==> src/rtl/wpg_pkg.sv <==
package wpg_pkg;
    localparam int LFSR_W = 8;
    // feedback taps for x^8+x^6+x^5+x^4+1 on a left-shifting register
    localparam logic [LFSR_W-1:0] FB_MASK = 8'hB8;
    localparam logic [LFSR_W-1:0] ZERO_SUB = 8'h01;
    localparam int LEVELS = 4;
    localparam int SEL_W = $clog2(LEVELS);

    typedef struct packed {
        logic [LFSR_W-1:0] state;
    } lfsr_st_t;
endpackage

==> src/rtl/wpg_lfsr.sv <==
module wpg_lfsr
    import wpg_pkg::*;
(
    input  logic              clk,
    input  logic              rst_n,
    input  logic              adv,
    input  logic              load,
    input  logic [LFSR_W-1:0] seed,
    output logic [LFSR_W-1:0] state
);
    lfsr_st_t st_d, st_q;

    always_comb begin
        st_d = st_q;
        if (load) begin
            st_d.state = (seed == '0) ? ZERO_SUB : seed;
        end else if (adv) begin
            st_d.state = {st_q.state[LFSR_W-2:0], ^(st_q.state & FB_MASK)};
        end
    end

    always_ff @(posedge clk) begin
        if (!rst_n) begin
            st_q.state <= ZERO_SUB;
        end else begin
            st_q <= st_d;
        end
    end

    assign state = st_q.state;

    p_nonzero_r2: assert property (@(posedge clk) disable iff (!rst_n)
        state != '0);

    p_shift_r2: assert property (@(posedge clk) disable iff (!rst_n)
        (adv && !load) |=> state[LFSR_W-1:1] == $past(state[LFSR_W-2:0]));

    p_seed_r3: assert property (@(posedge clk) disable iff (!rst_n)
        (load && seed != '0) |=> state == $past(seed));

    p_zero_seed_r3: assert property (@(posedge clk) disable iff (!rst_n)
        (load && seed == '0) |=> state == ZERO_SUB);
endmodule

==> src/rtl/wpg_cell.sv <==
module wpg_cell
    import wpg_pkg::*;
#(
    parameter int BASE = 0
) (
    input  logic [LFSR_W-1:0] state,
    input  logic [SEL_W-1:0]  sel,
    input  logic              inv,
    output logic              y
);
    logic [LEVELS-1:0] taps;
    logic [LEVELS-1:0] chain;

    for (genvar k = 0; k < LEVELS; k++) begin : g_tap
        assign taps[k] = state[(BASE + k) % LFSR_W];
        if (k == 0) begin : g_first
            assign chain[k] = taps[k];
        end else begin : g_and
            assign chain[k] = chain[k-1] & taps[k];
        end
    end

    assign y = chain[sel] ^ inv;
endmodule

==> src/rtl/weighted_pattern_gen.sv <==
module weighted_pattern_gen
    import wpg_pkg::*;
#(
    parameter int NUM_OUT = 4,
    parameter int STRIDE  = 2
) (
    input  logic                      clk,
    input  logic                      rst_n,
    input  logic                      step_en,
    input  logic                      seed_load,
    input  logic [LFSR_W-1:0]         seed,
    input  logic [NUM_OUT*SEL_W-1:0]  weight_sel,
    input  logic [NUM_OUT-1:0]        invert,
    output logic [NUM_OUT-1:0]        pattern
);
    typedef struct packed {
        logic [NUM_OUT-1:0] bits;
    } out_st_t;

    logic [LFSR_W-1:0]  lfsr_state;
    logic [NUM_OUT-1:0] raw;
    out_st_t            out_d, out_q;

    wpg_lfsr i_lfsr (
        .clk   (clk),
        .rst_n (rst_n),
        .adv   (step_en),
        .load  (seed_load),
        .seed  (seed),
        .state (lfsr_state)
    );

    for (genvar i = 0; i < NUM_OUT; i++) begin : g_bit
        wpg_cell #(.BASE((STRIDE * i) % LFSR_W)) i_cell (
            .state (lfsr_state),
            .sel   (weight_sel[i*SEL_W +: SEL_W]),
            .inv   (invert[i]),
            .y     (raw[i])
        );

        // a 1/16 level with no inversion can only be 1 if its first tap was 1
        p_full_weight_r6: assert property (@(posedge clk) disable iff (!rst_n)
            (step_en && !seed_load && weight_sel[i*SEL_W +: SEL_W] == SEL_W'(LEVELS-1) && !invert[i])
            |=> (!pattern[i] || $past(lfsr_state[(STRIDE * i) % LFSR_W])));
    end

    always_comb begin
        out_d = out_q;
        if (step_en && !seed_load) begin
            out_d.bits = raw;
        end
    end

    always_ff @(posedge clk) begin
        if (!rst_n) begin
            out_q.bits <= '0;
        end else begin
            out_q <= out_d;
        end
    end

    assign pattern = out_q.bits;

    p_hold_r4: assert property (@(posedge clk) disable iff (!rst_n)
        (!step_en && !seed_load) |=> $stable(pattern) && $stable(lfsr_state));

    p_load_hold_r8: assert property (@(posedge clk) disable iff (!rst_n)
        seed_load |=> $stable(pattern));
endmodule

==> config.mk <==
export PLATFORM = sky130hd
export DESIGN_NAME = weighted_pattern_gen
export DESIGN_NICKNAME = d
export VERILOG_FILES = /design/src/rtl/wpg_pkg.sv /design/src/rtl/wpg_lfsr.sv /design/src/rtl/wpg_cell.sv /design/src/rtl/weighted_pattern_gen.sv
export SDC_FILE = /design/constraint.sdc
export NUM_CORES = 1
export LEC_CHECK = 0
export ABC_AREA = 1
export BUFFER_PORTS_ARGS = -buffer_cell sky130_fd_sc_hd__buf_2
export CELL_PAD_IN_SITES_DETAIL_PLACEMENT = 1
export CELL_PAD_IN_SITES_GLOBAL_PLACEMENT = 2
export CORE_ASPECT_RATIO = 0.75
export CORE_MARGIN = 10
export CORE_UTILIZATION = 26
export DETAILED_ROUTE_END_ITERATION = 12
export GPL_ROUTABILITY_DRIVEN = 0
export PLACE_DENSITY = 0.78
export SYNTH_ARGS = -nofsm -noshare
export SYNTH_HDL_FRONTEND = slang
export SYNTH_HIERARCHICAL = 1
export SYNTH_SLANG_ARGS = --single-unit
==> constraint.sdc <==
create_clock -name clk -period 2.6 [get_ports clk]
set_clock_uncertainty 0.2 [all_clocks]
set_input_delay 0.52 -clock clk [delete_from_list [all_inputs] [get_ports clk]]
set_output_delay 0.52 -clock clk [all_outputs]
set_load 0.01 [all_outputs]
# [Word level (Yosys, flattened, before mapping)]
# Index checks and enable logic that the tools add are counted.
[classes] order_cmp=4 muxes=11 n_bitwise=16 n_reduce_logical=5
[op_table] cell="8-bit two-way mux" n=3
[op_table] cell="1-bit bitwise AND" n=12
[op_table] cell="2-bit by 3-bit < comparator with 1-bit output, second input constant" n=4
[op_table] cell="1-bit binary-select mux with 2-bit select" n=4
[op_table] cell="8-bit zero test" n=1
[op_table] cell="8-bit parity" n=1
[op_table] cell="1-bit two-way mux" n=4
[op_table] cell="1-bit XOR" n=4
[op_table] cell="2-bit nonzero test" n=1
[op_table] cell="1-bit logical AND" n=1
[op_table] cell="1-bit zero test" n=1
[totals] ff_bits=12 inputBits=24 output_inout_bits=4 elab_cells=38

# [Logic depth before layout (Yosys ltp)]
[depth] word_depth=6 depth_mapped=11 mapped_depth_nobuf=11

# [Modules after synthesis]
# Netlist, hierarchy kept.
[by_module_without_submodules] module="wpg_lfsr" instances=1 cells_per_inst=66 area_each_um2=486.7 seq_area_each_um2=160.2
[by_module_without_submodules] module="wpg_cell" instances=4 cells_per_inst=12 area_each_um2=51.3 seq_area_each_um2=0.0
[by_module_without_submodules] module="weighted_pattern_gen" instances=1 cells_per_inst=27 area_each_um2=173.9 seq_area_each_um2=80.1

# [Least setup slack after synthesis]
# OpenSTA, ideal clock, no wires.
[synth_timing] kind="in2reg" start="input seed_load" end="register i_lfsr/state[0] (netlist name)" arrival_ns=1.005 t_required_ns=2.284 slack_ns=1.279 cell_stages=7 path_buffers=2 path_cell_list="buf_6 inv_4 buf_8 nor2_4 o21ai_2 nand3_2 nand2_1"
[synth_via] elab_chain_cells=1 word_cells_on_any_way=2
[synth_lines] item="start, declared" line_no="weighted_pattern_gen.sv:10" rtl="input logic seed_load,"
[synth_lines] item="8-bit two-way mux / 2-bit nonzero test (equally long branches)"
# Parallel ways exist; a longest one is shown, timed or not.
# A chain may end at the register's enable or synchronous reset.

# [Worst setup path after layout]
[layout_timing] start="register i_lfsr/state[3] (netlist name)" end="register out_q, in the netlist pattern[1]"
[layout_via] elab_chain_cells=6
[layout_lines] item="1-bit bitwise AND (*)" line_no="wpg_cell.sv:19" rtl="assign chain[k] = chain[k-1] & taps[k];"
[layout_lines] item="1-bit bitwise AND (2 in series)" line_no="wpg_cell.sv:19"
[layout_lines] item="1-bit binary-select mux with 2-bit select (*)" line_no="wpg_cell.sv:23" rtl="assign y = chain[sel] ^ inv;"
[layout_lines] item="1-bit two-way mux (implied by the code) (*)" line_no="wpg_cell.sv:23"
[layout_lines] item="1-bit XOR (*)" line_no="wpg_cell.sv:23"
[layout_lines] item="via raw[1]" line_no="weighted_pattern_gen.sv:21" rtl="logic [NUM_OUT-1:0] raw;"
[layout_lines] item="end signal, assigned" line_no="weighted_pattern_gen.sv:58" rtl="out_q <= out_d;"
[layout_lines] item="end, declared" line_no="weighted_pattern_gen.sv:22" rtl="out_st_t out_d, out_q;"
# Mark *: on every way through the listed nets, which the timed path passes. The rest lies on a longest branch. The select of a mux whose other input is x is not followed.

==> impl_results.md <==
- Status: finished, final reports clean
- Nets@finish: 194
- Reg area: 240 um^2
- Register area share after synthesis: 27.7%
- Crit path capture: pattern[1]$_SDFFE_PN0P_
- Finished layout cell area: 1070 um^2
- Fin cells: 209
- Metal1 wirelength: 1290 um
- Max-cap violations: 0
- Power Dens Cells: 501 nW/um^2
- CTS clk-pin slew, worst paths: 50 ps
- Synth Area in XOR/XNOR: 0%
- Syn Nets: 165
- Layout cell share with drive strength beyond 1: 26.6%
- Final ANT Viol Nets: 0
- Clock sinks: 12
- Critical R2R Capture: pattern[1]$_SDFFE_PN0P_
- Root Driver: clkbuf_8
- # DRC: 0
- Largest net degree at the start of global routing: 13
- Final hold vios: 0
- CTS Buf Count: 3
- Mapped cell area: 866 um^2
- Total negative setup slack: 0 ps
- Syn-to-layout area delta: 24.1%
- Yosys top cell area share: 27.7%
- Worst setup margin: 1120 ps
- Hold buffer count at cts: 0
- All-Layer GR Usage: 8.78%
- Final hold slack: 284 ps
- Minimum clock period: 1480 ps
- Ant diodes: 0
- DR WL met2: 1170 um
- Syn Inst Count: 141
- Via density: 4.52
- CP Class: reg2reg
- Top fanout value on the critical path: 8
- Initial antenna violation count: 0
- Slew HR: 76.4%
- Starting density of the core: 26.7%
- Leakage: 0.567 nW
- Top cells by count, synth: 49 x nand2_1, 23 x inv_1, 18 x nor2_1
- Worst-Margin Slew: 354 ps
- Final period util: 56.8%
- CTS tree: built
- Clk Latency, worst-skew pair: 230 ps
- GRT overflow: 0
- # rows: 18
- WL/cell: 12.5 um
- Max VDD drop: 0.163 mV
- Placed insts: 205
- Ranking of synthesized cells by area: dfxtp_1 28%, nand2_1 21%, inv_1 10%
- RSZ-0062 raised after global routing: false
- DR pass1 iterations: 4
- I/O pins: 28
- Critical Path Start: i_lfsr/state[3]$_SDFFE_PN0P_
- Mux cell area share after synthesis: 0%
- Htree depth: 1
- # resized after CTS: 0
- Yosys top cell by area: dfxtp_1
- Critical Path Max Stage Delay: 530 ps
- CP arrival: 1410 ps
- Multi-input gate area: 494 um^2
- Total length of routed wires: 2620 um
- Max Fclk: 678 MHz
- Max Root-Sink Buffers: 2
- Crit-path slowest cell: dfxtp_1
- Met3 WL: 148 um
- WHS Path Cells: 2
- Cell Area, Placed: 1020 um^2
- Post-Synth Simple-Gate Area: 42.8%
- Reg-to-reg startpoint: i_lfsr/state[3]$_SDFFE_PN0P_
- Cells along the critical path: nand2_1, a21oi_2, nand2_1, nand2_1, nand2_1, inv_1, nand3_1, nand2_1, nor2_1
- Fill count: 450
- CP Launch Type: flop
- Vias in the first global route: 1,001
- Core region area: 3240 um^2
- Critical Path RT: 2530 ps
- Ys flop type: dfxtp_1
- Avg Synthesized Cell Area: 6.14 um^2
- Setup bufs post-CTS: 0
- Async SR Flop Fraction: 0%
- Most frequent CP cell: nand2_1
- Top Layer Used: met4
- Die ar.: 6060 um^2
- Post-synthesis compound-gate area fraction: 14.3%
- Adder-cell area share of the yosys netlist: 0%
- Most common cell in the netlist: nand2_1
- First-pass GRT wire length: 4560 um
- Crit end category: flop
- Dpl hpwl: 2220 um
- EDFF count, synth: 0
- Yosys cell types: 20
- Max Transition Viols Final: 0
- Largest family of logic cells by synthesized area: simple AND/OR/NAND/NOR gates
- Final Core Density: 33.1%
- Die Ht: 70.0 um
- Vias: 945
- I/O Buffers: 27
- Total Power: 0.538 mW
- HP Class: reg2reg
- Initial drt markers: 18
- Synth warnings: 6
- Worst R2R Setup Slack: 1120 ps
- Register bit total from synthesis: 12
- Die extent in x: 86.6 um
- Placement Setup Slack: 1090 ps
- Final setup viols: 0
- R2R depth: 9
per-layer routing:
metal | GRT usage (%) | vias to the layer above
li1 | - | 498
met1 | 11.2 | 431
met2 | 14.2 | 14
met3 | 2.55 | 2
met4 | 1.62 | 0
met5 | 0 | -
sequential cells by signal, indices dropped and copies added (netlist names):
signal        flops
pattern           4
i_lfsr/state      8
power by group:
group / switching [mW] / total (mW) / internal (mW) / leakage [nW]
Sequential: 0.0210 / 0.220 / 0.199 / 0.0997
Combinational: 0.0699 / 0.119 / 0.0494 / 0.439
Clock: 0.0657 / 0.199 / 0.133 / 0.0288
cells by family (layout without fill, tap and decap cells):
group / count (synthesis) / count (layout)
AO/OA/AOI/OAI: 13 / 13
flip-flops: 12 / 12
AND/OR/NAND/NOR: 87 / 87
buffers and inverters: 29 / 57
cell type report:
class	count	share of cell area, %
Sequential cell	12	22.4
Multi-Input combinational cell	100	46.0
Inverter	26	9.31
Clock buffer	4	5.12
Timing Repair Buffer	27	12.6
Tap cell	40	4.66
worst max-delay path: cells and delay by family, from the launching register on:
family,cells,cell delay [ps]
DFF,1,530
buffers and inverters,1,50
and+or+nand+nor,7,440
AOI/OAI and AO/OA,1,160
worst min path at each step:
stage / from / to / slack, ps
6_report: pattern[1]$_SDFFE_PN0P_ / pattern[1]$_SDFFE_PN0P_ / 280
5_1_grt: pattern[0]$_SDFFE_PN0P_ / pattern[0]$_SDFFE_PN0P_ / 320
4_1_cts: pattern[0]$_SDFFE_PN0P_ / pattern[0]$_SDFFE_PN0P_ / 290
3_5_place_dp: pattern[1]$_SDFFE_PN0P_ / pattern[1]$_SDFFE_PN0P_ / 280
3_3_place_gp: pattern[1]$_SDFFE_PN0P_ / pattern[1]$_SDFFE_PN0P_ / 260
2_1_floorplan: i_lfsr/state[0]$_SDFFE_PN1P_ / i_lfsr/state[0]$_SDFFE_PN1P_ / 290
cells in the final DEF, fill, tap and decap left out, drive strengths merged:
| cell type | Yosys | routed |
|---|---|---|
| nor2 | 20 | 20 |
| o21ai | 1 | 1 |
| nor3 | 7 | 7 |
| a21oi | 4 | 4 |
| nand3 | 10 | 10 |
| buf | 3 | 27 |
| dfxtp | 12 | 12 |
| nand2 | 50 | 50 |
| clkbuf | 0 | 4 |
| inv | 26 | 26 |
| a31oi | 1 | 1 |
| o221ai | 7 | 7 |
Power figures use the tool's default switching activity.
